**config.mk**
```make
export PLATFORM = sky130hd
export DESIGN_NAME = acc_core
export DESIGN_NICKNAME = d
export VERILOG_FILES = /design/src/rtl/acc_pkg.sv /design/src/rtl/acc_decode.sv /design/src/rtl/acc_datapath.sv /design/src/rtl/acc_ctrl.sv /design/src/rtl/acc_core.sv
export SDC_FILE = /design/constraint.sdc
export NUM_CORES = 1
export LEC_CHECK = 0
export BUFFER_PORTS_ARGS = -buffer_cell sky130_fd_sc_hd__buf_2
export CORE_AREA = 2 2 107 119
export DETAILED_ROUTE_END_ITERATION = 8
export DIE_AREA = 0 0 109 121
export PLACE_DENSITY = 0.56
export REMOVE_ABC_BUFFERS = 1
export SKIP_CTS_REPAIR_TIMING = 1
export SYNTH_ARGS = -nofsm -noshare
export SYNTH_HDL_FRONTEND = slang
export SYNTH_SLANG_ARGS = --single-unit
```
**constraint.sdc**
```tcl
create_clock -name clk -period 2.98 [get_ports clk]
set_input_delay 0.298 -clock clk [delete_from_list [all_inputs] [get_ports clk]]
set_output_delay 0.298 -clock clk [all_outputs]
set_load 0.02 [all_outputs]
```
**src/rtl/acc_pkg.sv**
```systemverilog
package acc_pkg;

  localparam int unsigned OPC_W = 8;

  localparam logic [OPC_W-1:0] OPC_INX = 8'hE8;
  localparam logic [OPC_W-1:0] OPC_LDI = 8'hA9;
  localparam logic [OPC_W-1:0] OPC_STZ = 8'h85;
  localparam logic [OPC_W-1:0] OPC_ADI = 8'h69;
  localparam logic [OPC_W-1:0] OPC_CLC = 8'h18;

  typedef enum logic [2:0] {
    CLS_NOP,
    CLS_INX,
    CLS_LDI,
    CLS_STZ,
    CLS_ADI,
    CLS_CLC
  } op_cls_e;

  typedef struct packed {
    op_cls_e cls;
    logic    has_opnd;
    logic    is_store;
  } dec_t;

  typedef enum logic [2:0] {
    ST_IDLE,
    ST_FETCH,
    ST_DECODE,
    ST_OPND,
    ST_STORE,
    ST_EXEC
  } state_e;

endpackage

```
**src/rtl/acc_decode.sv**
```systemverilog
module acc_decode
  import acc_pkg::*;
#(
  parameter int unsigned DATA_W = 8
) (
  input  logic [DATA_W-1:0] opcode,
  output dec_t              dec
);

  always_comb begin
    dec.cls      = CLS_NOP;
    dec.has_opnd = 1'b0;
    dec.is_store = 1'b0;
    if (opcode == DATA_W'(OPC_INX)) begin
      dec.cls = CLS_INX;
    end else if (opcode == DATA_W'(OPC_LDI)) begin
      dec.cls      = CLS_LDI;
      dec.has_opnd = 1'b1;
    end else if (opcode == DATA_W'(OPC_STZ)) begin
      dec.cls      = CLS_STZ;
      dec.has_opnd = 1'b1;
      dec.is_store = 1'b1;
    end else if (opcode == DATA_W'(OPC_ADI)) begin
      dec.cls      = CLS_ADI;
      dec.has_opnd = 1'b1;
    end else if (opcode == DATA_W'(OPC_CLC)) begin
      dec.cls = CLS_CLC;
    end
  end

endmodule

```
**src/rtl/acc_datapath.sv**
```systemverilog
module acc_datapath
  import acc_pkg::*;
#(
  parameter int unsigned DATA_W = 8
) (
  input  logic              clk,
  input  logic              rst_n,
  input  logic              exec_en,
  input  op_cls_e           exec_cls,
  input  logic [DATA_W-1:0] opnd,
  output logic [DATA_W-1:0] acc_q,
  output logic [DATA_W-1:0] idx_q,
  output logic              zf_q,
  output logic              cf_q
);

  localparam int unsigned SUM_W = DATA_W + 1;

  logic [DATA_W-1:0] acc_d, idx_d, idx_inc;
  logic              zf_d, cf_d;
  logic [SUM_W-1:0]  sum;

  assign idx_inc = idx_q + 1'b1;
  assign sum     = {1'b0, acc_q} + {1'b0, opnd} + SUM_W'(cf_q);

  always_comb begin
    acc_d = acc_q;
    idx_d = idx_q;
    zf_d  = zf_q;
    cf_d  = cf_q;
    case (exec_cls)
      CLS_INX: begin
        idx_d = idx_inc;
        zf_d  = (idx_inc == '0);
        cf_d  = (idx_inc == '0);
      end
      CLS_LDI: begin
        acc_d = opnd;
        zf_d  = (opnd == '0);
      end
      CLS_ADI: begin
        acc_d = sum[DATA_W-1:0];
        cf_d  = sum[DATA_W];
        zf_d  = (sum[DATA_W-1:0] == '0);
      end
      CLS_CLC: cf_d = 1'b0;
      default: ;
    endcase
  end

  always_ff @(posedge clk or negedge rst_n) begin
    if (!rst_n) begin
      acc_q <= '0;
      idx_q <= '0;
      zf_q  <= 1'b0;
      cf_q  <= 1'b0;
    end else if (exec_en) begin
      acc_q <= acc_d;
      idx_q <= idx_d;
      zf_q  <= zf_d;
      cf_q  <= cf_d;
    end
  end

  // wrap of X sets both flags
  p_inx_wrap_r3: assert property (@(posedge clk) disable iff (!rst_n)
    exec_en && exec_cls == CLS_INX && idx_q == '1 |=> idx_q == '0 && zf_q && cf_q);

  // non-wrapping increment clears both flags
  p_inx_nowrap_r3: assert property (@(posedge clk) disable iff (!rst_n)
    exec_en && exec_cls == CLS_INX && idx_q != '1 |=> !zf_q && !cf_q && $stable(acc_q));

  // load leaves carry alone
  p_lda_carry_r4: assert property (@(posedge clk) disable iff (!rst_n)
    exec_en && exec_cls == CLS_LDI |=> $stable(cf_q) && $stable(idx_q));

  // clear carry touches nothing else
  p_clc_r7: assert property (@(posedge clk) disable iff (!rst_n)
    exec_en && exec_cls == CLS_CLC |=> !cf_q && $stable(acc_q) && $stable(zf_q));

  // unknown opcode changes nothing
  p_nop_r8: assert property (@(posedge clk) disable iff (!rst_n)
    exec_en && exec_cls == CLS_NOP |=>
      $stable(acc_q) && $stable(idx_q) && $stable(zf_q) && $stable(cf_q));

endmodule

```
**src/rtl/acc_ctrl.sv**
```systemverilog
module acc_ctrl
  import acc_pkg::*;
#(
  parameter int unsigned ADDR_W = 16,
  parameter int unsigned DATA_W = 8
) (
  input  logic              clk,
  input  logic              rst_n,
  input  logic              mem_done,
  input  logic [DATA_W-1:0] mem_rdata,
  input  logic [DATA_W-1:0] acc_val,
  output logic              mem_req,
  output logic              mem_we,
  output logic [ADDR_W-1:0] mem_addr,
  output logic [DATA_W-1:0] mem_wdata,
  output logic              exec_en,
  output op_cls_e           exec_cls,
  output logic [DATA_W-1:0] opnd,
  output logic [ADDR_W-1:0] pc
);

  localparam int unsigned PAGE_W = ADDR_W - DATA_W;

  state_e            state_q, state_d;
  logic [ADDR_W-1:0] pc_q, pc_d;
  logic [DATA_W-1:0] ir_q, ir_d, mbr_q, mbr_d;
  logic              pc_en, ir_en, mbr_en;
  dec_t              dec;

  acc_decode #(.DATA_W(DATA_W)) u_dec (
    .opcode (ir_q),
    .dec    (dec)
  );

  always_comb begin
    state_d   = state_q;
    pc_d      = pc_q;
    ir_d      = ir_q;
    mbr_d     = mbr_q;
    pc_en     = 1'b0;
    ir_en     = 1'b0;
    mbr_en    = 1'b0;
    mem_req   = 1'b0;
    mem_we    = 1'b0;
    mem_addr  = pc_q;
    mem_wdata = acc_val;
    exec_en   = 1'b0;
    case (state_q)
      ST_IDLE: state_d = ST_FETCH;
      ST_FETCH: begin
        mem_req = 1'b1;
        if (mem_done) begin
          ir_d    = mem_rdata;
          ir_en   = 1'b1;
          state_d = ST_DECODE;
        end
      end
      ST_DECODE: state_d = dec.has_opnd ? ST_OPND : ST_EXEC;
      ST_OPND: begin
        mem_req  = 1'b1;
        mem_addr = pc_q + 1'b1;
        if (mem_done) begin
          mbr_d   = mem_rdata;
          mbr_en  = 1'b1;
          state_d = dec.is_store ? ST_STORE : ST_EXEC;
        end
      end
      ST_STORE: begin
        mem_req  = 1'b1;
        mem_we   = 1'b1;
        mem_addr = {{PAGE_W{1'b0}}, mbr_q};
        if (mem_done) state_d = ST_EXEC;
      end
      ST_EXEC: begin
        exec_en = 1'b1;
        pc_en   = 1'b1;
        pc_d    = pc_q + (dec.has_opnd ? ADDR_W'(2) : ADDR_W'(1));
        state_d = ST_FETCH;
      end
      default: state_d = ST_IDLE;
    endcase
  end

  always_ff @(posedge clk or negedge rst_n) begin
    if (!rst_n) begin
      state_q <= ST_IDLE;
      pc_q    <= '0;
      ir_q    <= '0;
      mbr_q   <= '0;
    end else begin
      state_q <= state_d;
      if (pc_en)  pc_q  <= pc_d;
      if (ir_en)  ir_q  <= ir_d;
      if (mbr_en) mbr_q <= mbr_d;
    end
  end

  assign exec_cls = dec.cls;
  assign opnd     = mbr_q;
  assign pc       = pc_q;

  // request is held steady until done
  p_req_hold_r10: assert property (@(posedge clk) disable iff (!rst_n)
    mem_req && !mem_done |=>
      mem_req && $stable(mem_addr) && $stable(mem_we) && $stable(mem_wdata));

  // writes stay in page zero
  p_store_page_r5: assert property (@(posedge clk) disable iff (!rst_n)
    mem_req && mem_we |-> mem_addr[ADDR_W-1:DATA_W] == '0);

  // one-byte instructions step by one
  p_pc_one_r9: assert property (@(posedge clk) disable iff (!rst_n)
    exec_en && !dec.has_opnd |=> pc_q == $past(pc_q) + 1'b1);

  // two-byte instructions step by two
  p_pc_two_r9: assert property (@(posedge clk) disable iff (!rst_n)
    exec_en && dec.has_opnd |=> pc_q == $past(pc_q) + ADDR_W'(2));

  // nothing is requested in the cycle right after reset release
  p_idle_after_reset_r1: assert property (@(posedge clk) disable iff (!rst_n)
    state_q == ST_IDLE |-> !mem_req && pc_q == '0);

endmodule

```
**src/rtl/acc_core.sv**
```systemverilog
module acc_core
  import acc_pkg::*;
#(
  parameter int unsigned ADDR_W    = 16,
  parameter int unsigned DATA_W    = 8,
  parameter int unsigned RST_STAGES = 2
) (
  input  logic              clk,
  input  logic              rst_n,
  output logic              mem_req,
  output logic              mem_we,
  output logic [ADDR_W-1:0] mem_addr,
  output logic [DATA_W-1:0] mem_wdata,
  input  logic              mem_done,
  input  logic [DATA_W-1:0] mem_rdata,
  output logic [DATA_W-1:0] obs_a,
  output logic [DATA_W-1:0] obs_x,
  output logic [ADDR_W-1:0] obs_pc,
  output logic              obs_zero,
  output logic              obs_carry
);

  logic [RST_STAGES-1:0] rst_pipe;
  logic                  rst_int_n;

  generate
    if (RST_STAGES == 1) begin : g_rst_one
      always_ff @(posedge clk or negedge rst_n) begin
        if (!rst_n) rst_pipe <= '0;
        else        rst_pipe <= 1'b1;
      end
    end else begin : g_rst_many
      always_ff @(posedge clk or negedge rst_n) begin
        if (!rst_n) rst_pipe <= '0;
        else        rst_pipe <= {rst_pipe[RST_STAGES-2:0], 1'b1};
      end
    end
  endgenerate

  assign rst_int_n = rst_pipe[RST_STAGES-1];

  logic              exec_en;
  op_cls_e           exec_cls;
  logic [DATA_W-1:0] opnd, acc_q;

  acc_ctrl #(.ADDR_W(ADDR_W), .DATA_W(DATA_W)) u_ctrl (
    .clk       (clk),
    .rst_n     (rst_int_n),
    .mem_done  (mem_done),
    .mem_rdata (mem_rdata),
    .acc_val   (acc_q),
    .mem_req   (mem_req),
    .mem_we    (mem_we),
    .mem_addr  (mem_addr),
    .mem_wdata (mem_wdata),
    .exec_en   (exec_en),
    .exec_cls  (exec_cls),
    .opnd      (opnd),
    .pc        (obs_pc)
  );

  acc_datapath #(.DATA_W(DATA_W)) u_dp (
    .clk      (clk),
    .rst_n    (rst_int_n),
    .exec_en  (exec_en),
    .exec_cls (exec_cls),
    .opnd     (opnd),
    .acc_q    (acc_q),
    .idx_q    (obs_x),
    .zf_q     (obs_zero),
    .cf_q     (obs_carry)
  );

  assign obs_a = acc_q;

  // a write always carries the accumulator
  p_wdata_acc_r10: assert property (@(posedge clk) disable iff (!rst_int_n)
    mem_req && mem_we |-> mem_wdata == obs_a);

endmodule

```
# Word-level counts from Yosys, hierarchy flattened
# Index checks and enable logic that the tools add are counted.
[op_classes]
muxes = 26
n_reduce_logical = 17
eq_ne = 17
add_sub_neg = 5
[ops]
columns = ["operator", "n"]
rows = [
  ["$pmux W16 S2", 1],
  ["$eq A8 B8 Y1 const B", 3],
  ["$logic_not A8 Y1", 3],
  ["$mux W3", 7],
  ["$add A16 B1 Y16 const B", 1],
  ["$add A16 B16 Y16", 1],
  ["$pmux W8 S2", 1],
  ["$pmux W3 S5", 1],
  ["$eq A3 B3 Y1 const B", 4],
  ["$mux W1", 10],
  ["$reduce_and A2 Y1", 5],
  ["$add A8 B8 Y9", 1],
  ["$add A9 B1 Y9", 1],
  ["$eq A3 B2 Y1 const B", 3],
  ["$reduce_and A3 Y1", 3],
  ["$add A8 B1 Y8 const B", 1],
  ["$eq A8 B5 Y1 const B", 1],
  ["$eq A8 B7 Y1 const B", 1],
  ["$mux W4", 2],
  ["$eq A3 B1 Y1 const B", 2],
  ["$ne A2 B2 Y1 const B", 3],
  ["$pmux W1 S3", 2],
  ["$reduce_bool A3 Y1", 2],
  ["$mux W2", 2],
  ["4 further kinds", 4],
]
[totals]
word_cells = 74
output_inout_bits = 60
input_bits = 11
register_bits = 55

# Longest topological paths before layout
# Gate-level depths: netlist of the first run.
[logic_depth]
ltp_word = 9
ltp_mapped = 11
ltp_nobuf = 10

# Cells and area by module
# Synthesis of the first run repeated with hierarchy kept, for this count alone.
[unflattened]
hier_cells = 391
hier_area_um2 = 3716.1
[by_module_without_submodules]
columns = ["module", "n_inst", "area_each_um2", "seq_area_each_um2", "cells_per_inst"]
rows = [
  ["acc_ctrl", 1, 2235.9, 875.8, 232],
  ["acc_datapath", 1, 1291.2, 450.4, 139],
  ["acc_decode", 1, 135.1, 0.0, 17],
  ["acc_core", 1, 53.8, 50.0, 3],
]

# Worst setup path before layout of the first run
# Ideal clock, no wire load.
[synth_path]
path_kind = "reg-to-output"
startpoint = "register u_ctrl.pc_q[2] (netlist: u_ctrl.pc[2])"
endpoint = "output port mem_addr[15]"
required_time_ns = 2.682
path_buffers = 1
slack_ns = 0.422
t_arrival_ns = 2.260
stages_incl_launch_ff = 6
path_cell_list = "dfrtp_1 clkbuf_1 nand3_1 nor3_1 nand2_1 o41ai_1"
[synth_between]
elab_chain_len = 2
[synth_lines]
columns = ["element", "line_no", "text"]
rows = [
  ["from (decl)", "acc_ctrl.sv:25", "logic [ADDR_W-1:0] pc_q, pc_d;"],
  ["from (signal assigned)", "acc_ctrl.sv:92", "if (pc_en) pc_q <= pc_d;"],
  ["$add A16 B1 Y16", "acc_ctrl.sv:61", "mem_addr = pc_q + 1'b1;"],
  ["$pmux W16 S2", "acc_ctrl.sv:48", "case (state_q)"],
  ["to (decl)", "acc_core.sv:12", "output logic [ADDR_W-1:0] mem_addr,"],
]
# No other way between the ends.

# Worst setup path after layout of the first run
[layout_path]
startpoint = "register u_ctrl.ir_q[5]"
endpoint = "register u_ctrl.pc_q[14] (netlist: u_ctrl.pc[14])"
[layout_between]
elab_chain_len = 7
elab_cells_between_ends = 10
classes_between = "add/sub (1); eq/ne (4); mux (5)"
[layout_lines]
columns = ["element", "line_no", "text"]
rows = [
  ["from (decl)", "acc_ctrl.sv:26", "logic [DATA_W-1:0] ir_q, ir_d, mbr_q, mbr_d;"],
  ["from (signal assigned)", "acc_ctrl.sv:93", "if (ir_en) ir_q <= ir_d;"],
  ["$eq A8 B7 Y1", "acc_decode.sv:23", "end else if (opcode == DATA_W'(OPC_ADI)) begin"],
  ["$mux W1", "acc_decode.sv:23", ""],
  ["$mux W4", "acc_decode.sv:19", "end else if (opcode == DATA_W'(OPC_STZ)) begin"],
  ["$mux W4", "acc_decode.sv:16", "end else if (opcode == DATA_W'(OPC_LDI)) begin"],
  ["$mux W2 *", "acc_decode.sv:14", "if (opcode == DATA_W'(OPC_INX)) begin"],
  ["$mux W2 *", "acc_ctrl.sv:77", "pc_d = pc_q + (dec.has_opnd ? ADDR_W'(2) : ADDR_W'(1));"],
  ["$add A16 B16 Y16 *", "acc_ctrl.sv:77", ""],
]
# Every way passes the cells marked *; elsewhere a longest branch is shown, timed or not.
# A chain may end at the register's enable or synchronous reset.

==> impl_metrics.json, run 1 <==
{
  "total_half_perimeter_wirelength_after_legalization_and_detailed_placement_um": 6800,
  "placer_congestion": 0.865,
  "finalWirelength_um": 8870,
  "cts_inserted_buffers": 5,
  "yosysTopAreaCell": "sky130_fd_sc_hd__dfrtp_1",
  "final_critical_path_setup_slack_ns": 0.248,
  "irDropWorstVdd_v": 0.000449,
  "drtIter0Drc": 149,
  "synth-seq-area-share_pct": 39.1,
  "htreeDepth": 2,
  "grt_use_total_pct": 14.2,
  "place_area_um2": 3940,
  "clock.fmax_ghz": 0.366,
  "critical_path.max_stage_delay_ns": 0.56,
  "primary_flip_flop_cell_chosen_by_synthesis_mapping": "sky130_fd_sc_hd__dfrtp_1",
  "drcViolationCount": 0,
  "synth_area_um2": 3520,
  "met2_length_um": 4190,
  "crit_path_start_kind": "register",
  "max_cap_viol_count": 0,
  "cts_sinks": 55,
  "netlist_top_cells_area": "sky130_fd_sc_hd__dfrtp_1 (39%), sky130_fd_sc_hd__mux2_2 (5.4%), sky130_fd_sc_hd__nand2_1 (4.8%)",
  "timing.critical_path.to_type": "register",
  "die_w_um": 109,
  "power_per_cell_area_nw_per_um2": 846,
  "grt_overflow": 0,
  "transition_time_at_the_pin_with_the_least_slew_margin_ns": 0.641,
  "finalNetCount": 456,
  "critPathSlowestCell": "sky130_fd_sc_hd__or4b_1",
  "drive_gt1_share_pct": 26.4,
  "post_synth_fa_ha_maj_area_fraction_pct": 5.61,
  "timing_worst_setup_path_type": "reg -> reg",
  "detailroute.via_count": 2991,
  "coreArea_um2": 11900,
  "detailedPlace.worstSlack_ns": 0.231,
  "clk_transition_reported_paths_ns": 0.08,
  "worstPathCellList": "or4b_1 > nor4_2 > nor2b_2 > fa_1 > nor2_1 > nand2_1 > nor3_1 > xor2_1",
  "synth_simple_gate_area_share_pct": 21.1,
  "initial_antenna_violation_count": 0,
  "num-fill-cells": 1228,
  "asyncSetResetFlopFracSynth_pct": 100,
  "postSynthRegisterBits": 55,
  "number_of_synthesized_flops_with_an_enable_pin": 0,
  "yosysUniqueCellTypes": 63,
  "detail_route.vias_per_cell": 5.10,
  "synth.area.mux_share_pct": 6.86,
  "synth_top_family_by_area": "simple AND/OR/NAND/NOR gates",
  "grt_pass1_vias": 2800,
  "final_common_cell": "sky130_fd_sc_hd__buf_2",
  "wl_on_met1_um": 4140,
  "wire_length_per_cell_after_detailed_routing_um": 15.1,
  "timing.final.crit_share_pct": 91.7,
  "slew_headroom_pct": 57.0,
  "leading_cell_types_in_the_layout_fill_and_taps_excluded": "sky130_fd_sc_hd__buf_2 (70), sky130_fd_sc_hd__dfrtp_1 (54), sky130_fd_sc_hd__nand2_1 (45)",
  "drt-pass1-iter-count": 4,
  "leakage_power_nw": 2.00,
  "min-delay-path-class": "reg -> async",
  "ys_warn_count": 0,
  "postSynthCellCount": 372,
  "floorplan.initialDensity_pct": 29.5,
  "flow.area_growth_from_synthesis_pct": 16.8,
  "numPortBuffers": 70,
  "design.portCount": 71,
  "grt_first_pass_wirelength_um": 14700,
  "synth_top_cell_area_share_pct": 39.1,
  "wl_met3_um": 431,
  "chipHeight_um": 121,
  "clk_root_buffer_cell": "sky130_fd_sc_hd__clkbuf_16",
  "cts_tree": "done",
  "arrival_ns": 2.95,
  "crit_required_ns": 3.20,
  "final_max_tran_viols": 0,
  "critical_path_peak_fanout": 6,
  "clock_skew_ns": 0.00594,
  "worst_skew_pair.late_latency_ns": 0.30,
  "timing_hold_violations_final": 0,
  "number_of_endpoints_failing_setup_at_the_final_stage": 0,
  "post_synth_xor_area_fraction_pct": 5.97,
  "postSynthAreaPerCell_um2": 9.47,
  "stdcell_area_um2": 4120,
  "floorplan.die_area_um2": 13200,
  "status": "complete, no violations",
  "std_cell_rows": 42,
  "layout_min_cycle_time_ns": 2.73,
  "max-clock-path-buffers": 2,
  "r2r_slack_ns": 0.25,
  "topRoutingLayerUsed": "met4",
  "route.antenna.remaining_nets": 0,
  "synthesized_area_fraction_occupied_by_ao_oa_aoi_and_oai_cells_pct": 15.3,
  "grt_max_degree": 22,
  "diodes": 0
}
[Yosys cell counts, types with 4 or more instances]
master	n
sky130_fd_sc_hd__ha_1	11
sky130_fd_sc_hd__nor3_1	14
sky130_fd_sc_hd__o211ai_1	8
sky130_fd_sc_hd__nand3_1	11
sky130_fd_sc_hd__xor2_1	13
sky130_fd_sc_hd__nand4_1	8
sky130_fd_sc_hd__nor2b_1	4
sky130_fd_sc_hd__mux2_2	17
sky130_fd_sc_hd__dfrtp_1	55
sky130_fd_sc_hd__clkbuf_1	10
sky130_fd_sc_hd__a31oi_1	4
sky130_fd_sc_hd__xnor2_1	11
sky130_fd_sc_hd__mux2i_1	5
sky130_fd_sc_hd__nor4_1	4
sky130_fd_sc_hd__buf_4	8
sky130_fd_sc_hd__a21oi_1	14
sky130_fd_sc_hd__o21ai_0	14
sky130_fd_sc_hd__o31ai_1	6
sky130_fd_sc_hd__a221o_1	6
sky130_fd_sc_hd__nand2_1	45
sky130_fd_sc_hd__nor2_1	34
sky130_fd_sc_hd__inv_1	8
sky130_fd_sc_hd__o21a_1	4
[metrics by stage]
stage	utilization (%)	std cells	power [W]	setup TNS (ns)	hold slack, ns
after CTS	34.3	585	0.00350	0	-0.231
after detailed placement	33.1	577	0.00287	0	0.0876
after global routing	34.5	586	0.00374	-0.00462	0.244
after global placement	33.1	577	0.00284	0	0.0842
final	34.5	586	0.00348	0	0.220
after floorplan	-	349	0.00236	0	0.00241
[worst max-delay path, delay by kind of cell, from the launching register on]
family,cells,cell delay [ns]
xor gates and xnor gates,1,0.16
adders and majority gates,1,0.43
DFF,1,0.43
and+or+nand+nor,6,1.64
[power by group]
| group | switching [W] | internal, W |
|---|---|---|
| logic | 0.000881 | 0.000673 |
| registers | 0.000368 | 0.000943 |
| clock network | 0.000298 | 0.000320 |
[path summary, 6_finish.rpt]
kind	startpoint	to	cells after the start
worst max-delay path	u_ctrl.ir_q[5]	u_ctrl.pc[14]	8
worst min-delay path	rst_pipe[1]	u_ctrl.opnd[5]	0
worst max register to register	u_ctrl.ir_q[5]	u_ctrl.pc[14]	8
worst min register to register	rst_pipe[1]	u_ctrl.opnd[5]	0
max in group asynchronous	rst_pipe[1]	u_dp.acc_q[4]	1
min in group clk	mem_rdata[7]	u_ctrl.ir_q[7]	3
[final cells by class]
type / count / area [um2] / area share [%]
clock buffers: 5 / 125 / 3.04
clock inverters: 3 / 27.5 / 0.669
inverters: 11 / 55.1 / 1.34
multi-input cells: 283 / 1950 / 47.3
flip-flops and latches: 55 / 1380 / 33.5
well taps: 154 / 193 / 4.68
repair buffers: 75 / 390 / 9.49
[routing by layer]
| metal | vias up | track usage [%] |
|---|---|---|
| li1 | 1462 | - |
| met1 | 1439 | 19.7 |
| met2 | 84 | 22.6 |
| met3 | 6 | 2.58 |
| met4 | 0 | 4.09 |
| met5 | - | 0 |
[flip-flops by register name (all words and copies together), names as in the netlist]
name	count
u_dp.cf_q	1
u_dp.acc_q	8
u_ctrl.opnd	8
u_ctrl.state_q	3
u_ctrl.pc	16
u_dp.zf_q	1
u_dp.idx_q	8
rst_pipe	2
u_ctrl.ir_q	8
[kinds of logic after synthesis]
| logic type | Yosys count |
|---|---|
| compound gates | 78 |
| xor+xnor | 24 |
| fa+ha+maj | 14 |
| buf+inv | 34 |
| flops | 55 |
| mux | 22 |
| other cells | 1 |
| simple gates | 144 |
(Power assumes the default switching activity.)
==> inputs of run 2 (changes only) <==
- REMOVE_ABC_BUFFERS: 1 -> default
==> run 2 against run 1 <==
Critical endpoint is now mem_addr[15]. Global-route usage fell by 0.21 points. First-iteration DRC count rose by 2.0%. Hold slack improved by 0.011 ns. Core utilization fell by 0.073 points. Register-to-register slack barely moved. Maximum frequency fell by 0.74%. Sequential share of layout area rose by 0.071 points.
==> impl_metrics.json, run 2 (same netlist as run 1, synthesis figures left out) <==
{
  "status": "complete, no violations",
  "number_of_endpoints_failing_setup_at_the_final_stage": 0,
  "timing_worst_setup_path_type": "reg -> out",
  "grt_pass1_vias": 2760,
  "critical_path.max_stage_delay_ns": 0.52,
  "placer_congestion": 0.828,
  "place_area_um2": 3940,
  "hold-worst-slack_ns": 0.231,
  "grt_max_degree": 34,
  "cellInternalPower_w": 0.00194,
  "floorplan.initialDensity_pct": 29.5,
  "finalWirelength_um": 9050,
  "clock_skew_ns": 0.00818,
  "final_max_tran_viols": 0,
  "grt_overflow": 0,
  "synthesis.nets": 397,
  "detail_route.vias_per_cell": 5.05,
  "grt.met2_usage_pct": 23.2,
  "total_switching_power_w": 0.00153,
  "largest_reg_flops": 16,
  "slew_headroom_pct": 48.8,
  "initial_antenna_violation_count": 0,
  "cts_sinks": 55,
  "timing_hold_violations_final": 0,
  "critPathSlowestCell": "sky130_fd_sc_hd__dfrtp_1",
  "leading_cell_types_in_the_layout_fill_and_taps_excluded": "sky130_fd_sc_hd__buf_2 (70), sky130_fd_sc_hd__dfrtp_1 (54), sky130_fd_sc_hd__nand2_1 (45)",
  "p_clk_share_pct": 17.7,
  "grt_use_total_pct": 14.0,
  "detailroute.via_count": 2954,
  "min-delay-path-class": "in -> reg",
  "finalSetupTns_ns": 0,
  "grt_most_used_layer": "met2",
  "sequentialPowerShare_pct": 37.3,
  "critical_path_peak_fanout": 9,
  "drtIter0Drc": 152,
  "total_half_perimeter_wirelength_after_legalization_and_detailed_placement_um": 6920,
  "htreeDepth": 2,
  "drive_gt1_share_pct": 26.0,
  "worstHoldPathCells": 3,
  "worstPathCellList": "nand3_1 > nor3_1 > nand2_1 > o41ai_1 > buf_2",
  "hold-path-endpoint": "u_ctrl.ir_q[7]",
  "timing.rr.end": "u_ctrl.pc[14]",
  "arrival_ns": 2.45,
  "numPortBuffers": 70,
  "max_cap_viol_count": 0,
  "layout.cells.non_filler": 585,
  "leakage_power_nw": 2.00,
  "cts_tree": "done",
  "final_common_cell": "sky130_fd_sc_hd__buf_2",
  "wire_length_per_cell_after_detailed_routing_um": 15.5,
  "clk_root_buffer_cell": "sky130_fd_sc_hd__clkbuf_16",
  "r2r_start": "u_ctrl.ir_q[6]",
  "diodes": 0,
  "layout_min_cycle_time_ns": 2.75,
  "transition_time_at_the_pin_with_the_least_slew_margin_ns": 0.768,
  "flow.area_growth_from_synthesis_pct": 16.6,
  "std_cell_rows": 42,
  "r2r_slack_ns": 0.25,
  "power.share.switching_pct": 44.2,
  "chipHeight_um": 121,
  "design.portCount": 71,
  "r2r.worst_path.cells": 10,
  "detailedPlace.worstSlack_ns": 0.158,
  "route.antenna.remaining_nets": 0,
  "finalNetCount": 455,
  "clk_transition_reported_paths_ns": 0.08,
  "power_per_cell_area_nw_per_um2": 845,
  "timing.final.crit_share_pct": 92.4,
  "crit_required_ns": 2.68,
  "dp.cells": 576,
  "crit_path_start_kind": "register",
  "groute.layer.met3.usage_pct": 2.15,
  "irDropWorstVdd_v": 0.000306,
  "grt_first_pass_wirelength_um": 14500,
  "clock.fmax_ghz": 0.363,
  "cts_inserted_buffers": 5,
  "worst_hold_startpoint": "mem_rdata[7]",
  "floorplan.die_area_um2": 13200,
  "coreArea_um2": 11900,
  "die_w_um": 109,
  "grtUsageMet1_pct": 19.3,
  "drcViolationCount": 0,
  "timing.critical_path.to_type": "primary output",
  "stdcell_area_um2": 4110,
  "max-clock-path-buffers": 2,
  "worst_skew_pair.late_latency_ns": 0.30,
  "drt-pass1-iter-count": 4,
  "rsz0062_at_grt": "false",
  "final_critical_path_setup_slack_ns": 0.227,
  "comb_power_share_pct": 45.0
}
==> run 2: changes by cell type in the layout (fill, tap and decap cells not counted) <==
cell	change
sky130_fd_sc_hd__buf_4	-1
sky130_fd_sc_hd__clkinv_4	+1
sky130_fd_sc_hd__clkinvlp_4	-1
sky130_fd_sc_hd__nor2b_1	+1
sky130_fd_sc_hd__nor2b_2	-1
==> run 2: layout make-up <==
class / count / area, um2
timing repair buffer: 74 / 383
clock buffer: 5 / 125
clock inverter: 3 / 28.8
tap: 154 / 193
sequential: 55 / 1380
inverter: 11 / 55.1
fill: 1243 / 7820
multi-input combinational: 283 / 1940
==> run 2: power groups by stage <==
stage	Sequential, W	Clock (W)	Combinational (W)
finish	0.00129	0.000615	0.00156
global route	0.00134	0.000659	0.00174
CTS	0.00129	0.000634	0.00157
detailed placement	0.00131	0	0.00156
global placement	0.00129	0	0.00154
floorplan	0.00122	0	0.00127
==> run 2: routing by layer <==
metal	wire length (um)	vias to the layer above
met5	0	-
met4	76	0
li1	-	1460
met3	375	7
met1	4260	1421
met2	4330	66
==> run 2: through the flow <==
stage / utilization, % / power, W
6_report: 34.4 / 0.00347
5_1_grt: 34.4 / 0.00375
3_3_place_gp: 33.0 / 0.00283
2_1_floorplan: - / 0.00249
4_1_cts: 34.3 / 0.00349
3_5_place_dp: 33.0 / 0.00287
==> run 2: worst max-delay path, delay by kind of cell (launching register included) <==
family	cells	cell delay, ns
AOI/OAI and AO/OA	1	0.42
buffers and inverters	1	0.23
DFF	1	0.52
and+or+nand+nor	3	0.98
==> run 2: worst max path at each step <==
stage | slack, ns | start | depth (start not counted) | to
global route | 0.007 | u_ctrl.ir_q[0] | 10 | u_ctrl.pc[14]
global placement | 0.26 | u_ctrl.ir_q[6] | 8 | u_ctrl.pc[14]
floorplan | 0.42 | u_ctrl.pc[2] | 5 | mem_addr[15]
detailed placement | 0.16 | u_ctrl.ir_q[6] | 8 | u_ctrl.pc[14]
CTS | 0.15 | u_ctrl.ir_q[6] | 8 | u_ctrl.pc[14]
finish | 0.23 | u_ctrl.pc[2] | 5 | mem_addr[15]
==> inputs of run 3 (changes only) <==
- SKIP_LAST_GASP: default -> 1
- clock period: 2.98 -> 2.6 ns (I/O delays scaled with it)
==> run 3 against run 2 <==
Hold slack worse by 0.034 ns. Worst setup slack worse by 0.14 ns. Core utilization up 1.7 points. Sequential power up 12%. Wire length up 3.5%. Clock skew down 0.0025 ns. Combinational power up 28%. Non-clock buffer count up 21. Via count up 2.9%. Register-to-register slack worse by 0.16 ns. First-iteration DRC count down 14%. Power up 18%. Critical path type is now reg -> reg. Critical endpoint is now u_ctrl.pc[14]. Largest power group unchanged. Highest routed layer unchanged.
==> impl_metrics.json, run 3 (same netlist as run 1, synthesis figures left out) <==
{
  "arrival_ns": 2.73,
  "number_of_endpoints_failing_setup_at_the_final_stage": 0,
  "chipHeight_um": 121,
  "grt_max_degree": 35,
  "die_w_um": 109,
  "timing.critical_path.max_delay_family": "simple AND/OR/NAND/NOR gates",
  "drcViolationCount": 0,
  "power_per_cell_area_nw_per_um2": 952,
  "crit_path_start_kind": "register",
  "finalNetCount": 476,
  "largest_reg_flops": 16,
  "grt_pass1_vias": 3005,
  "placer_congestion": 0.829,
  "clock_skew_ns": 0.00572,
  "synthesis.nets": 397,
  "detailroute.via_count": 3040,
  "timing_worst_setup_path_type": "reg -> reg",
  "place_area_um2": 4090,
  "std_cell_rows": 42,
  "grt_first_pass_wirelength_um": 15100,
  "worst_skew_pair.late_latency_ns": 0.29,
  "clk_root_buffer_cell": "sky130_fd_sc_hd__clkbuf_16",
  "design.portCount": 71,
  "transition_time_at_the_pin_with_the_least_slew_margin_ns": 0.671,
  "floorplan.die_area_um2": 13200,
  "detail_route.vias_per_cell": 5.02,
  "min-delay-path-class": "in -> reg",
  "diodes": 0,
  "critical_path_cell_count": 8,
  "r2r.worst_path.cells": 8,
  "cts_tree": "done",
  "grt_overflow": 0,
  "worstPathCellList": "or4b_4 > nor4_4 > nor2b_4 > fa_1 > nor2_2 > nand2_2 > nor3_2 > xor2_1",
  "flow.area_growth_from_synthesis_pct": 22.4,
  "status": "complete, no violations",
  "max_cap_viol_count": 0,
  "route.antenna.remaining_nets": 0,
  "grt_use_total_pct": 14.6,
  "finalWirelength_um": 9370,
  "htreeDepth": 2,
  "hold-worst-slack_ns": 0.197,
  "cp_num_buf_inv": 0,
  "floorplan.initialDensity_pct": 29.5,
  "wire_length_per_cell_after_detailed_routing_um": 15.5,
  "leading_cell_types_in_the_layout_fill_and_taps_excluded": "sky130_fd_sc_hd__buf_2 (70), sky130_fd_sc_hd__dfrtp_1 (50), sky130_fd_sc_hd__nand2_1 (44)",
  "worstHoldPathCells": 3,
  "timing.final.crit_share_pct": 96.5,
  "critical_path_peak_fanout": 4,
  "initial_antenna_violation_count": 0,
  "drt-pass1-iter-count": 4,
  "slew_headroom_pct": 55.0,
  "numPortBuffers": 70,
  "groute.layer.met3.usage_pct": 2.69,
  "timing_hold_violations_final": 0,
  "max-clock-path-buffers": 2,
  "coreArea_um2": 11900,
  "rsz0062_at_grt": "true",
  "timing.critical_path.to_type": "register",
  "leakage_power_nw": 2.11,
  "stdcell_area_um2": 4310,
  "drive_gt1_share_pct": 32.4,
  "final_max_tran_viols": 0,
  "crit_required_ns": 2.82,
  "clk_transition_reported_paths_ns": 0.07,
  "final_common_cell": "sky130_fd_sc_hd__buf_2",
  "clock.fmax_ghz": 0.399,
  "grtUsageMet1_pct": 18.0,
  "total_half_perimeter_wirelength_after_legalization_and_detailed_placement_um": 7290,
  "grt_most_used_layer": "met2",
  "critPathSlowestCell": "sky130_fd_sc_hd__or4b_4",
  "cts_sinks": 55,
  "drtIter0Drc": 130,
  "cts_inserted_buffers": 5,
  "layout_min_cycle_time_ns": 2.51,
  "critical_path.max_stage_delay_ns": 0.56,
  "irDropWorstVdd_v": 0.000335,
  "final_core_util_pct": 36.1,
  "grt.met2_usage_pct": 26.0
}
[run 3: through the flow]
| step | std cells | TNS [ns] | worst slack, ns | power, W |
|---|---|---|---|---|
| finish | 605 | 0 | 0.0916 | 0.00411 |
| floorplan | 372 | 0 | 0.0800 | 0.00285 |
| global placement | 596 | 0 | 0.0431 | 0.00337 |
| global route | 605 | -0.0808 | -0.0247 | 0.00442 |
| CTS | 603 | -1.02 | -0.198 | 0.00410 |
| detailed placement | 596 | -0.324 | -0.116 | 0.00342 |
[run 3: routing by layer]
metal	up-vias	routed length, um
li1	1504	-
met1	1460	4080
met2	67	4750
met3	9	407
met4	0	125
met5	-	0
[run 3: path summary, 6_finish.rpt]
| kind | startpoint | end | slack [ns] |
|---|---|---|---|
| worst max-delay path | u_ctrl.ir_q[5] | u_ctrl.pc[14] | 0.09 |
| worst min-delay path | mem_rdata[7] | u_ctrl.ir_q[7] | 0.20 |
| worst max register to register | u_ctrl.ir_q[5] | u_ctrl.pc[14] | 0.09 |
| worst min register to register | rst_pipe[1] | u_ctrl.pc[8] | 0.24 |
| max in group asynchronous | rst_pipe[1] | u_dp.acc_q[0] | 1.93 |
| min in group asynchronous | rst_pipe[1] | u_ctrl.pc[8] | 0.24 |
[run 3: layout make-up]
cell class,instances,area (um2)
inverter,11,55.1
multi-input combinational,283,2000
timing repair buffer,95,541
tap,154,193
clock inverter,2,13.8
clock buffer,5,125
sequential,55,1380
fill,1215,7620
[run 3: worst reg2reg max path: cells and delay by family (launching register included)]
kind,cells,cell delay [ns]
xor gates and xnor gates,1,0.18
adders and majority gates,1,0.44
DFF,1,0.41
and+or+nand+nor,6,1.41
[run 3: power breakdown]
group / total (W) / leakage, nW / switching [W] / internal (W)
Clock: 0.000673 / 0.0696 / 0.000320 / 0.000353
Combinational: 0.00200 / 1.33 / 0.00112 / 0.000882
Sequential: 0.00144 / 0.712 / 0.000347 / 0.00109
